[src/rtl/i2c_mem_seq.sv]
module i2c_mem_seq #(
  parameter int ADDR_BYTES = 4,
  localparam int AW = 8 * ADDR_BYTES,
  localparam int LW = $clog2(ADDR_BYTES + 1)
) (
  input  logic          clk,
  input  logic          rst_n,
  input  logic          init_req,
  input  logic          start,
  input  logic [1:0]    op,
  input  logic [6:0]    chip,
  input  logic [AW-1:0] mem_addr,
  input  logic [LW-1:0] addr_len,
  input  logic [7:0]    byte_cnt,
  input  logic [6:0]    fold_mask,
  output logic          busy,
  output logic          done,
  output logic [1:0]    status,
  output logic [7:0]    nack_cnt,
  input  logic          wr_valid,
  input  logic [7:0]    wr_data,
  output logic          wr_ready,
  output logic          rd_valid,
  output logic [7:0]    rd_data,
  input  logic          rd_ready,
  output logic          eng_cmd_valid,
  output logic [2:0]    eng_cmd,
  output logic [7:0]    eng_wdata,
  output logic          eng_rd_last,
  input  logic          eng_done,
  input  logic          eng_nack,
  input  logic [7:0]    eng_rdata
);
  localparam logic [2:0] C_RECOV = 3'd0, C_START = 3'd1, C_STOP = 3'd2, C_WR = 3'd3, C_RD = 3'd4;
  localparam logic [1:0] OP_PROBE = 2'd0, OP_READ = 2'd1, OP_WRITE = 2'd2;
  localparam logic [1:0] ST_OK = 2'd0, ST_NODEV = 2'd1, ST_ADDR = 2'd2;

  typedef enum logic [3:0] {
    S_IDLE, S_RECOV, S_START, S_CHIPW, S_ADDR, S_MIDSTOP, S_RESTART,
    S_CHIPR, S_RDCMD, S_RDOUT, S_WRWAIT, S_WRCMD, S_STOP
  } st_t;

  st_t           state;
  logic [1:0]    op_q;
  logic [6:0]    chip_q;
  logic [AW-1:0] addr_q;
  logic [LW-1:0] alen_q, abyte;
  logic [7:0]    cnt_q, data_q;
  logic [AW+7:0] hi_bits;

  assign hi_bits  = {8'h00, mem_addr} >> {addr_len, 3'b000};
  assign busy     = state != S_IDLE;
  assign rd_valid = state == S_RDOUT;
  assign rd_data  = data_q;
  assign wr_ready = state == S_WRWAIT;
  assign eng_rd_last = state == S_RDCMD && cnt_q == 8'd1;
  assign eng_cmd_valid = !(state inside {S_IDLE, S_RDOUT, S_WRWAIT});

  always_comb begin
    eng_cmd   = C_STOP;
    eng_wdata = 8'h00;
    case (state)
      S_RECOV:             eng_cmd = C_RECOV;
      S_START, S_RESTART:  eng_cmd = C_START;
      S_CHIPW:   begin eng_cmd = C_WR; eng_wdata = {chip_q, 1'b0}; end
      S_CHIPR:   begin eng_cmd = C_WR; eng_wdata = {chip_q, 1'b1}; end
      S_ADDR:    begin eng_cmd = C_WR; eng_wdata = 8'(addr_q >> {abyte - 1'b1, 3'b000}); end
      S_WRCMD:   begin eng_cmd = C_WR; eng_wdata = data_q; end
      S_RDCMD:   eng_cmd = C_RD;
      default:   eng_cmd = C_STOP;
    endcase
  end

  always_ff @(posedge clk or negedge rst_n) begin
    if (!rst_n) begin
      state <= S_IDLE; op_q <= OP_PROBE; chip_q <= '0; addr_q <= '0; alen_q <= '0;
      abyte <= '0; cnt_q <= '0; data_q <= '0; done <= 1'b0; status <= ST_OK; nack_cnt <= '0;
    end else begin
      done <= 1'b0;
      case (state)
        S_IDLE:
          if (init_req) state <= S_RECOV;
          else if (start && op != 2'd3) begin
            op_q <= op; addr_q <= mem_addr; alen_q <= addr_len; cnt_q <= byte_cnt;
            chip_q <= chip | (hi_bits[6:0] & fold_mask);
            status <= ST_OK; nack_cnt <= '0; state <= S_START;
          end
        S_RECOV: if (eng_done) state <= S_IDLE;
        S_START: if (eng_done) state <= (op_q == OP_READ && alen_q == '0) ? S_CHIPR : S_CHIPW;
        S_CHIPW:
          if (eng_done) begin
            if (eng_nack) begin status <= ST_NODEV; state <= S_STOP; end
            else if (op_q == OP_PROBE) state <= S_STOP;
            else if (alen_q != '0) begin abyte <= alen_q; state <= S_ADDR; end
            else state <= (cnt_q == 8'd0) ? S_STOP : S_WRWAIT;
          end
        S_ADDR:
          if (eng_done) begin
            if (eng_nack) begin status <= ST_ADDR; state <= S_STOP; end
            else if (abyte == LW'(1))
              state <= (op_q == OP_READ) ? S_MIDSTOP : ((cnt_q == 8'd0) ? S_STOP : S_WRWAIT);
            else abyte <= abyte - 1'b1;
          end
        S_MIDSTOP: if (eng_done) state <= S_RESTART;
        S_RESTART: if (eng_done) state <= S_CHIPR;
        S_CHIPR:   if (eng_done) state <= (cnt_q == 8'd0) ? S_STOP : S_RDCMD;
        S_RDCMD:   if (eng_done) begin data_q <= eng_rdata; state <= S_RDOUT; end
        S_RDOUT:
          if (rd_ready) begin
            cnt_q <= cnt_q - 1'b1;
            state <= (cnt_q == 8'd1) ? S_STOP : S_RDCMD;
          end
        S_WRWAIT:  if (wr_valid) begin data_q <= wr_data; state <= S_WRCMD; end
        S_WRCMD:
          if (eng_done) begin
            if (eng_nack) nack_cnt <= nack_cnt + 1'b1;
            cnt_q <= cnt_q - 1'b1;
            state <= (cnt_q == 8'd1) ? S_STOP : S_WRWAIT;
          end
        S_STOP:    if (eng_done) begin state <= S_IDLE; done <= 1'b1; end
        default:   state <= S_IDLE;
      endcase
    end
  end

  a_r10_init_recover: assert property (@(posedge clk) disable iff (!rst_n)
    (!busy && init_req) |=> (eng_cmd_valid && eng_cmd == C_RECOV));
  a_r11_rd_hold: assert property (@(posedge clk) disable iff (!rst_n)
    (rd_valid && !rd_ready) |=> (rd_valid && $stable(rd_data)));
  a_r11_wr_hold: assert property (@(posedge clk) disable iff (!rst_n)
    (wr_ready && !wr_valid) |=> wr_ready);
  a_r12_cmd_hold: assert property (@(posedge clk) disable iff (!rst_n)
    (eng_cmd_valid && !eng_done) |=> (eng_cmd_valid && $stable(eng_cmd) && $stable(eng_wdata)));
  a_r12_status_code: assert property (@(posedge clk) disable iff (!rst_n)
    done |-> (status != 2'd3 && !busy));
endmodule

[config.mk]
export PLATFORM = sky130hd
export DESIGN_NAME = i2c_mem_seq
export DESIGN_NICKNAME = d
export VERILOG_FILES = /design/src/rtl/i2c_mem_seq.sv
export SDC_FILE = /design/constraint.sdc
export NUM_CORES = 1
export LEC_CHECK = 0
export BUFFER_PORTS_ARGS = -buffer_cell sky130_fd_sc_hd__buf_2
export CAP_MARGIN = 5
export CORE_MARGIN = 5
export CORE_UTILIZATION = 40
export DETAILED_ROUTE_END_ITERATION = 7
export PLACE_DENSITY_LB_ADDON = 0.1
export SYNTH_ARGS = -nofsm -noshare
export SYNTH_HDL_FRONTEND = slang
export SYNTH_SLANG_ARGS = --single-unit
[constraint.sdc]
create_clock -name clk -period 2.5 [get_ports clk]
set_clock_uncertainty 0.2 [all_clocks]
set_input_delay 0.375 -clock clk [delete_from_list [all_inputs] [get_ports clk]]
set_output_delay 0.375 -clock clk [all_outputs]
set_load 0.03 [all_outputs]
==> results of run 1 <==
-- layer usage --
layer / part of all wire [%] / GRT usage [%]
met5: 0 / 0
met4: 1.4 / 5.723
met3: 4.6 / 2.798
met2: 47 / 29.21
met1: 47 / 26.62
-- registers in the layout (all words and copies together), names as in the netlist --
name,cells
addr_q,32
cnt_q,8
nack_cnt,8
rd_data,8
chip_q,7
state,4
abyte,3
alen_q,3
op_q,2
status,2
done,1
-- layout make-up --
cell class                 instances  area share (%)
sequential                        78           33.60
clock buffer                       9           3.862
tap                              140           3.004
inverter                          14          0.9440
timing repair buffer             149           15.75
multi-input combinational        298           41.90
clock inverter                     7          0.9440
-- synthesized netlist by cell type (2+ instances only) --
master     instances
a211o_1            3
a211oi_1           3
a21bo_2            2
a21oi_1           28
a221oi_1           2
a22oi_1           10
a31oi_1           10
and3_1             5
buf_1              2
buf_2             12
buf_4              5
buf_6              2
clkbuf_1           5
dfrtp_1           78
ha_1               6
inv_1             13
mux2_2            37
mux2i_1           10
mux4_2            15
nand2_1           18
nand2b_1           5
nand4_1            7
nor2_1            41
nor2b_1            4
nor3_1             7
nor3_2             3
nor3b_1            3
o21a_1             2
o21ai_0           30
o21bai_1           2
o22ai_1            2
o2bb2ai_1          4
o31ai_1            2
o32ai_4            2
or3_1              2
xnor2_1            2
xor2_1             6
-- worst paths after layout --
check,startpoint,to,depth (start not counted)
setup / recovery,abyte[0],eng_wdata[6],7
hold / removal,mem_addr[15],addr_q[15],2
setup reg to reg,abyte[0],state[0],7
hold reg to reg,addr_q[15],addr_q[15],1
max in group asynchronous,rst_n,abyte[0],3
min in group asynchronous,rst_n,state[0],2
-- power by group through the flow --
stage | clock (µW) | sequential [µW] | combinational, µW
finish | 1250 | 2290 | 3460
global route | 1330 | 2380 | 3780
CTS | 1270 | 2270 | 3320
detailed placement | 0 | 2290 | 3190
global placement | 0 | 2270 | 3160
floorplan | 0 | 2280 | 2260
-- metrics by stage --
| step | hold slack (ns) | instances | setup TNS, ns | total power, µW | utilization [%] |
|---|---|---|---|---|---|
| 2_1_floorplan | -0.1206 | 416 | -0.05133 | 4544 | - |
| 3_3_place_gp | 0.2114 | 670 | 0 | 5426 | 48.89 |
| 3_5_place_dp | 0.2109 | 670 | 0 | 5484 | 48.89 |
| 4_1_cts | 0.06390 | 689 | 0 | 6864 | 52.04 |
| 5_1_grt | 0.07931 | 695 | 0 | 7497 | 53.10 |
| 6_report | 0.06965 | 695 | 0 | 6995 | 53.10 |
-- critical path, delay by kind of cell (launching register included) --
kind	cells	cell delay [ns]
fa+ha+maj	1	0.29
buf+inv	4	0.46
mux	1	0.31
flops	1	0.42
compound gates	1	0.05
-- cell families (layout without fill, tap and decap cells) --
family	after synthesis	in the layout
adders and majority gates	6	6
buffers and inverters	40	179
muxes	62	62
DFF	78	78
xor gates and xnor gates	8	8
AOI/OAI and AO/OA	112	112
and+or+nand+nor	110	110
-- timing repair --
action | 4_1_cts | 5_1_grt
resized for setup | 13 | 15
buffers inserted | 2 | 5
gates cloned | 0 | 1
setup endpoints to repair | 9 | 9
hold buffers | 1 | 0
pin swaps | 0 | 2
hold endpoints to repair | 38 | 0
==> flow_metrics.py, run 1 <==
metrics = {
    "die": {
        "io_pins": 118,
        "die_h_um": 116.3,
        "core_um2": 10980,
        "die_x_um": 116.3,
        "fp.dieArea_um2": 13530,
        "core.rowCount": 38,
        "start_util_pct": 41.17,
    },
    "setup_path": {
        "worstSetupPathType": "flop to primary output",
        "cp_max_fo": 5,
        "crit_slowest_cell": "dfrtp_2",
        "r2r_slack_ns": 0.14,
        "startpoint_type": "flop",
        "cp.arrival_ns": 1.86,
        "max_stage_delay_ns": 0.42,
        "crit_path_end_kind": "primary output",
        "crit_path_cell_trace": "inv_2 -> ha_4 -> buf_6 -> mux4_2 -> inv_1 -> o21ai_2 -> buf_4",
        "worstPathRequired_ns": 1.92,
    },
    "cells_and_area": {
        "antenna_cells": 0,
        "multiInputGateArea_um2": 2444,
        "num-fill-cells": 989,
        "drive_gt1_share_pct": 45.77,
        "register_area_um2": 1959,
        "fin_area_um2": 5832,
        "nets": 639,
        "final_cell_mix": "111 x buf_2, 74 x dfrtp_1, 41 x nor2_1, 37 x mux2_2",
        "final_common_cell": "buf_2",
        "synthToLayoutAreaGrowth_pct": 28.97,
    },
    "timing": {
        "fin_crit_sh_pct": 97.44,
        "max_freq_mhz": 410.5,
        "worst_pin_slew_ns": 0.8881,
        "fin_ws_ns": 0.06410,
        "relSlewSlack_pct": 40.47,
        "drv_slew": 0,
        "period_needed_ns": 2.436,
        "hold_viol_final": 0,
        "finalSetupViolCount": 0,
        "rsz0062_at_grt": "no",
    },
    "pwr": {
        "worst_ir_drop_vdd_mv": 0.5126,
        "p_seq_share_pct": 32.8,
        "combPwrFrac_pct": 49.4,
        "p_leak_uw": 0.002617,
        "p_clk_share_pct": 17.8,
        "p_int_uw": 4132,
        "cellPowerDensity_nw_per_um2": 1199,
        "swShare_pct": 40.93,
        "net-switching-power_uw": 2863,
    },
    "clock_network": {
        "cts_max_path_buffers": 2,
        "numCtsBuffers": 9,
        "cts.sinks": 78,
        "ctsRootBufferMaster": "clkbuf_16",
        "h-tree-depth": 3,
        "clock_latency_ns": 0.33,
        "clk_pin_slew_ns": 0.06,
        "cts_tree": "yes",
    },
    "global_route": {
        "antenna_found_initial": 0,
        "grt_pass1_wl_um": 19590,
        "grt_remaining_overflow": 0,
        "grt_usage_pct": 18.59,
        "grt_pass1_vias": 3794,
        "grt_max_degree": 59,
    },
    "drt": {
        "drt_wl_total_um": 12310,
        "drc": 0,
        "antenna_left": 0,
        "drt_first_pass_iters": 5,
        "drt-initial-drc-count": 296,
        "vias_per_cell": 5.429,
        "wire_per_inst_um": 17.71,
        "dr_total_vias": 3773,
    },
    "yosys": {
        "yosys_warnings": 0,
        "ys_seq_elements": 78,
        "synth_compound_area_share_pct": 16.80,
        "synthXorXnorAreaFrac_pct": 1.550,
        "synth_area_per_cell_um2": 10.87,
        "synth_top_family_by_area": "multiplexers",
        "synth_edf_count": 0,
        "synth_top_cell_by_area": "dfrtp_1",
        "muxShareOfSynthArea_pct": 18.90,
        "synthAdderAreaFrac_pct": 1.660,
        "synth_cell_types": 63,
        "ys_seq_area_share_pct": 43.17,
        "synth_simple_gate_area_share_pct": 13.48,
        "synth_ff_type": "dfrtp_1",
        "async_flop_share_pct": 100.0,
        "ys_top_cells_by_area": "dfrtp_1 43%, mux2_2 9.2%, mux4_2 7.5%, nor2_1 3.4%, o21ai_0 3.3%",
        "syn_area_um2": 4522,
        "synthesis.nets": 505,
        "netlist.area_leader.share_pct": 43.17,
        "synthCells": 416,
    },
    "placement": {
        "pre_cts_ws_ns": 0.1443,
        "placed_cell_area_um2": 5370,
        "dp_hpwl_um": 9209,
        "gp_congestion": 0.8675,
        "io_buffers": 117,
    },
    "job": {
        "drv_cap": 0,
    },
    "hold_path": {
        "hold_class": "primary input to flop",
    },
    "status": {
        "status": "complete, no violations",
    },
}
No activity file was read; power rests on OpenSTA's default activity.
==> run 2: changes to the inputs <==
- SETUP_SLACK_MARGIN: not set -> 0.15
- clock period: 2.5 -> 2.9 ns (I/O delays scaled with it)
==> run 2 against run 1 <==
Compared with the run above: clock power decreased by 17%; core utilization decreased by 2.5 points; routed wire length decreased by 4.3%; critical endpoint is now eng_cmd_valid; via count decreased by 2.2%; worst setup slack improved by 0.20 ns; non-clock buffer count decreased by 18; design area decreased by 4.6%; critical path depth unchanged; hold slack improved by 0.067 ns; count of clock-buffer cells in the layout increased by 2; first-iteration DRC count decreased by 22%.
==> flow_metrics.py, run 2 (synthesis gave the netlist of run 1 again) <==
metrics = {
    "setup_path": {
        "cp.arrival_ns": 2.01,
        "worstSetupPathType": "flop to primary output",
        "cp-endpoint": "eng_cmd_valid",
        "r2r_slack_ns": 0.43,
        "worst_r2r_endpoint": "abyte[2]",
        "crit_start": "state[0]",
        "regToRegStartpoint": "state[2]",
        "reg2reg_depth": 6,
        "cp_max_fo": 15,
        "worstPathRequired_ns": 2.27,
        "startpoint_type": "flop",
        "crit_path_end_kind": "primary output",
    },
    "drt": {
        "vias_per_cell": 5.457,
        "drt_first_pass_iters": 5,
        "dr_total_vias": 3689,
        "antenna_left": 0,
        "wire_per_inst_um": 17.42,
        "drc": 0,
        "drt_wl_total_um": 11780,
        "drt-initial-drc-count": 231,
    },
    "cells_and_area": {
        "regMostFlops": "addr_q",
        "fin_area_um2": 5562,
        "nets": 621,
        "final_common_cell": "buf_2",
        "largest_reg_flops": 32,
        "synthToLayoutAreaGrowth_pct": 22.99,
        "drive_gt1_share_pct": 40.67,
        "num-fill-cells": 1016,
        "antenna_cells": 0,
        "final_cell_mix": "116 x buf_2, 78 x dfrtp_1, 39 x nor2_1, 37 x mux2_2, 28 x a21oi_1",
    },
    "global_route": {
        "grt_remaining_overflow": 0,
        "grt_pass1_wl_um": 19010,
        "grt_max_degree": 59,
        "grt_usage_pct": 17.94,
        "antenna_found_initial": 0,
        "grt_pass1_vias": 3714,
    },
    "pwr": {
        "p_seq_share_pct": 34.6,
        "worst_ir_drop_vdd_mv": 0.5801,
        "cellPowerDensity_nw_per_um2": 1016,
        "p_int_uw": 3336,
        "combPwrFrac_pct": 46.9,
        "p_clk_share_pct": 18.5,
        "net-switching-power_uw": 2314,
        "swShare_pct": 40.95,
        "p_leak_uw": 0.002487,
    },
    "timing": {
        "rsz0062_at_grt": "yes",
        "fin_hold_ws_ns": 0.1368,
        "max_freq_mhz": 378.7,
        "finalSetupViolCount": 0,
        "fin_ws_ns": 0.2597,
        "fin_crit_sh_pct": 91.05,
        "period_needed_ns": 2.640,
        "finalSetupTns_ns": 0,
        "hold_viol_final": 0,
        "relSlewSlack_pct": 42.39,
        "drv_slew": 0,
        "worst_pin_slew_ns": 0.8594,
    },
    "die": {
        "die_h_um": 116.3,
        "fp.dieArea_um2": 13530,
        "core_um2": 10980,
        "start_util_pct": 41.17,
        "core.rowCount": 38,
        "die_x_um": 116.3,
        "io_pins": 118,
    },
    "clock_network": {
        "cts.sinks": 78,
        "h-tree-depth": 3,
        "numCtsBuffers": 9,
        "clock_latency_ns": 0.32,
        "ctsRootBufferMaster": "clkbuf_16",
        "cts_max_path_buffers": 2,
        "cts_setup_buffers": 0,
        "cts_tree": "yes",
        "clk_pin_slew_ns": 0.06,
    },
    "placement": {
        "dp_hpwl_um": 8922,
        "io_buffers": 117,
        "pre_cts_ws_ns": 0.4216,
        "placed_cell_area_um2": 5255,
        "gp_congestion": 0.8275,
    },
    "job": {
        "drv_cap": 0,
    },
    "status": {
        "status": "complete, no violations",
    },
    "hold_path": {
        "hold_class": "primary input to flop",
    },
}
## run 2: cell types whose count changed in the layout (fill, tap and decap cells not counted), sizes merged
cell / previous run / this run
buf: 145 / 130
clkinvlp: 1 / 2
clkinv: 2 / 1
inv: 18 / 15
clkbuf: 12 / 11
## run 2: how the worst min path moves through the flow
stage,from,endpoint,slack (ns),cells past startpoint
6_report,mem_addr[7],addr_q[7],0.14,2
5_1_grt,mem_addr[7],addr_q[7],0.13,2
4_1_cts,mem_addr[7],addr_q[7],0.13,2
3_5_place_dp,rst_n,state[0],0.26,1
3_3_place_gp,rst_n,state[0],0.27,1
2_1_floorplan,rst_n,abyte[0],-0.06,0
## run 2: power by group through the flow
| stage | clock (µW) | combinational [µW] | sequential, µW |
|---|---|---|---|
| floorplan | 0 | 1910 | 1970 |
| global placement | 0 | 2630 | 1950 |
| detailed placement | 0 | 2650 | 1960 |
| CTS | 1080 | 2670 | 1950 |
| global route | 1120 | 2910 | 2030 |
| finish | 1040 | 2650 | 1950 |
## run 2: worst max-delay path, cell delays in order (launching register included)
cell and delay [ns]:
dfrtp_1 0.48, buf_4 0.24, inv_1 0.19, nor2_1 0.08, or2_2 0.29, o21ai_0 0.15, nand2b_1 0.06, buf_2 0.17
## run 2: cell type report
cell class	count	area [µm²]	area share (%)
Inverter	14	55.05	0.9899
Tap cell	140	175.2	3.150
Timing Repair Buffer	131	708.2	12.73
Multi-Input combinational cell	298	2396	43.08
Sequential cell	78	1952	35.10
Clock buffer	11	242.7	4.364
Clock inverter	4	32.53	0.5849
## run 2: repair_timing
action / 4_1_cts / 5_1_grt
gates resized for setup: 2 / 3
endpoints found under the hold margin: 39 / 0
hold buffers: 1 / 0
cloned: 0 / 0
setup endpoints to repair: 7 / 4
## run 2: per-stage QoR
stage	total power [µW]	utilization, %	instances
after floorplan	3882	-	416
after global placement	4579	47.85	660
after detailed placement	4614	47.85	660
after CTS	5694	50.49	676
after global routing	6061	50.64	676
final	5650	50.64	676
## run 2: metal layers
layer / track usage, % / vias up / part of all wire, %
li1: - / 1781 / -
met1: 25.92 / 1779 / 47
met2: 27.61 / 121 / 46
met3: 3.938 / 8 / 5.6
met4: 4.331 / 0 / 0.99
met5: 0 / - / 0
==> run 3: changes to the inputs <==
- ABC_AREA: not set -> 1
- CORE_ASPECT_RATIO: not set -> 1.4
==> run 3 against run 2 <==
Compared with the run above: register-to-register slack better by 0.20 ns; clock power up 11%; power up 5.4%; count of clock-buffer cells in the layout down 1; critical endpoint is now eng_wdata[3]; design area up 2.5%; area after synthesis up 0.80%; sequential power down 4%; largest cell class unchanged; first-iteration DRC count down 10%; critical path type unchanged.
==> flow_metrics.py, run 3 <==
metrics = {
    "drt": {
        "drt-initial-drc-count": 208,
        "drc": 0,
        "drt_wl_total_um": 14030,
        "wire_per_inst_um": 15.75,
        "vias_per_cell": 5.189,
        "antenna_left": 0,
        "drt_first_pass_iters": 5,
        "dr_total_vias": 4623,
    },
    "yosys": {
        "ys_seq_elements": 78,
        "synth_most_common_cell": "nand2_1",
        "ys_seq_area_share_pct": 42.82,
        "synthesis.nets": 708,
        "syn_area_um2": 4558,
        "netlist.area_leader.share_pct": 42.82,
        "yosys-top-cells-count": "155 x nand2_1, 78 x dfrtp_1, 72 x nor2_1",
        "synth_ff_type": "dfrtp_1",
        "yosys_warnings": 0,
        "synth_edf_count": 0,
        "ys_top_cells_by_area": "dfrtp_1 43%, nand2_1 13%, o21ai_0 7.8%, nor2_1 5.9%, inv_1 4.9%",
        "synthCells": 619,
        "synth_cell_types": 35,
        "synth_top_cell_by_area": "dfrtp_1",
        "synth_area_per_cell_um2": 7.364,
        "async_flop_share_pct": 100.0,
    },
    "placement": {
        "dpl.cell_count": 874,
        "dp_hpwl_um": 10980,
        "pre_cts_ws_ns": 0.4208,
        "gp_congestion": 0.9148,
        "io_buffers": 117,
        "placed_cell_area_um2": 5358,
    },
    "die": {
        "die_x_um": 100.2,
        "die_h_um": 136.3,
        "io_pins": 118,
        "core_um2": 11280,
        "fp.dieArea_um2": 13660,
        "start_util_pct": 40.41,
        "core.rowCount": 46,
    },
    "cells_and_area": {
        "regMostFlops": "addr_q",
        "drive_gt1_share_pct": 25.97,
        "fin_area_um2": 5702,
        "stdcell_count": 891,
        "largest_reg_flops": 32,
        "final_cell_mix": "147 x nand2_1, 114 x buf_2, 78 x dfrtp_1, 71 x o21ai_0, 70 x nor2_1",
        "antenna_cells": 0,
        "nets": 831,
        "final_common_cell": "nand2_1",
        "synthToLayoutAreaGrowth_pct": 25.09,
    },
    "setup_path": {
        "reg2reg_depth": 5,
        "worst_r2r_endpoint": "addr_q[29]",
        "r2r_slack_ns": 0.63,
        "startpoint_type": "flop",
        "regToRegStartpoint": "state[0]",
        "cp_max_fo": 8,
        "cp.arrival_ns": 2.00,
        "worstSetupPathType": "flop to primary output",
        "crit_path_end_kind": "primary output",
        "worstPathRequired_ns": 2.27,
    },
    "hold_path": {
        "worstHoldEndpoint": "addr_q[23]",
        "worstHoldStart": "mem_addr[23]",
        "holdPathStages": 3,
        "hold_class": "primary input to flop",
    },
    "pwr": {
        "p_leak_uw": 0.002862,
        "cellPowerDensity_nw_per_um2": 1044,
        "worst_ir_drop_vdd_mv": 0.4069,
    },
    "timing": {
        "hold_viol_final": 0,
        "fin_ws_ns": 0.2651,
        "relSlewSlack_pct": 62.23,
        "finalSetupViolCount": 0,
        "period_needed_ns": 2.635,
        "rsz0062_at_grt": "no",
        "fin_crit_sh_pct": 90.86,
        "max_freq_mhz": 379.5,
        "fin_hold_ws_ns": 0.1002,
        "finalSetupTns_ns": 0,
        "worst_pin_slew_ns": 0.5666,
        "drv_slew": 0,
    },
    "global_route": {
        "grt_max_degree": 66,
        "grt_pass1_vias": 4689,
        "grt_pass1_wl_um": 22840,
        "grt_usage_pct": 21.22,
        "antenna_found_initial": 0,
        "grt_remaining_overflow": 0,
    },
    "clock_network": {
        "cts_tree": "yes",
        "clk_pin_slew_ns": 0.06,
        "cts.sinks": 78,
        "cts_max_path_buffers": 2,
        "h-tree-depth": 3,
        "cts_setup_buffers": 0,
        "ctsRootBufferMaster": "clkbuf_16",
        "clock_latency_ns": 0.34,
        "numCtsBuffers": 9,
    },
    "job": {
        "drv_cap": 0,
    },
    "status": {
        "status": "complete, no violations",
    },
}
-- run 3: worst max-delay path: stages (launching register included) --
cell and delay (ns):
dfrtp_1 0.35, clkinv_1 0.13, ha_4 0.31, buf_6 0.14, a21oi_1 0.04, o21ai_0 0.13
nand2_1 0.11, a22oi_1 0.18, nand2_2 0.09, clkbuf_4 0.19
-- run 3: per-layer routing --
layer / vias up / GRT usage (%) / part of all wire, %
met1: 2133 / 26.26 / 41
met5: - / 0 / 0
li1: 2282 / - / -
met2: 182 / 36.10 / 50
met3: 26 / 4.158 / 6.6
met4: 0 / 8.390 / 2.3
-- run 3: per-stage QoR --
stage	total power [µW]	util [%]
4_1_cts	5919	50.23
3_3_place_gp	4709	47.49
2_1_floorplan	3869	-
6_report	5954	50.54
3_5_place_dp	4757	47.49
5_1_grt	6436	50.54
-- run 3: kinds of logic after synthesis --
kind of cell    share of synthesized area (%)
compound gates                          16.96
xor+xnor                               0.3844
fa+ha+maj                               1.647
buf+inv                                 7.960
flops                                   42.82
mux                                     3.953
simple gates                            26.27
-- run 3: layout make-up --
class | count | area (µm²)
well taps | 144 | 180.2
multi-input cells | 453 | 2296
clock buffers | 10 | 229.0
clock inverters | 6 | 70.07
fillers | 1210 | 5579
inverters | 70 | 265.3
flip-flops and latches | 78 | 1952
repair buffers | 130 | 709.4
-- run 3: report_power, final --
group	switching (µW)	internal [µW]	total, µW
Clock	476	673	1150
Sequential	303	1570	1870
Combinational	1950	979	2930
Total	2730	3220	5950
-- run 3: worst max-delay path by stage --
stage,start,end
6_report,abyte[0],eng_wdata[3]
5_1_grt,abyte[0],eng_wdata[3]
4_1_cts,state[0],eng_wdata[3]
3_5_place_dp,op[0],cnt_q[5]
3_3_place_gp,op[0],cnt_q[5]
2_1_floorplan,abyte[0],eng_wdata[1]
-- run 3: timing repair --
item / CTS / global route
hold buffers: 1 / 0
endpoints found under the setup margin: 0 / 8
endpoints found under the hold margin: 39 / 0
gates resized for setup: 0 / 8
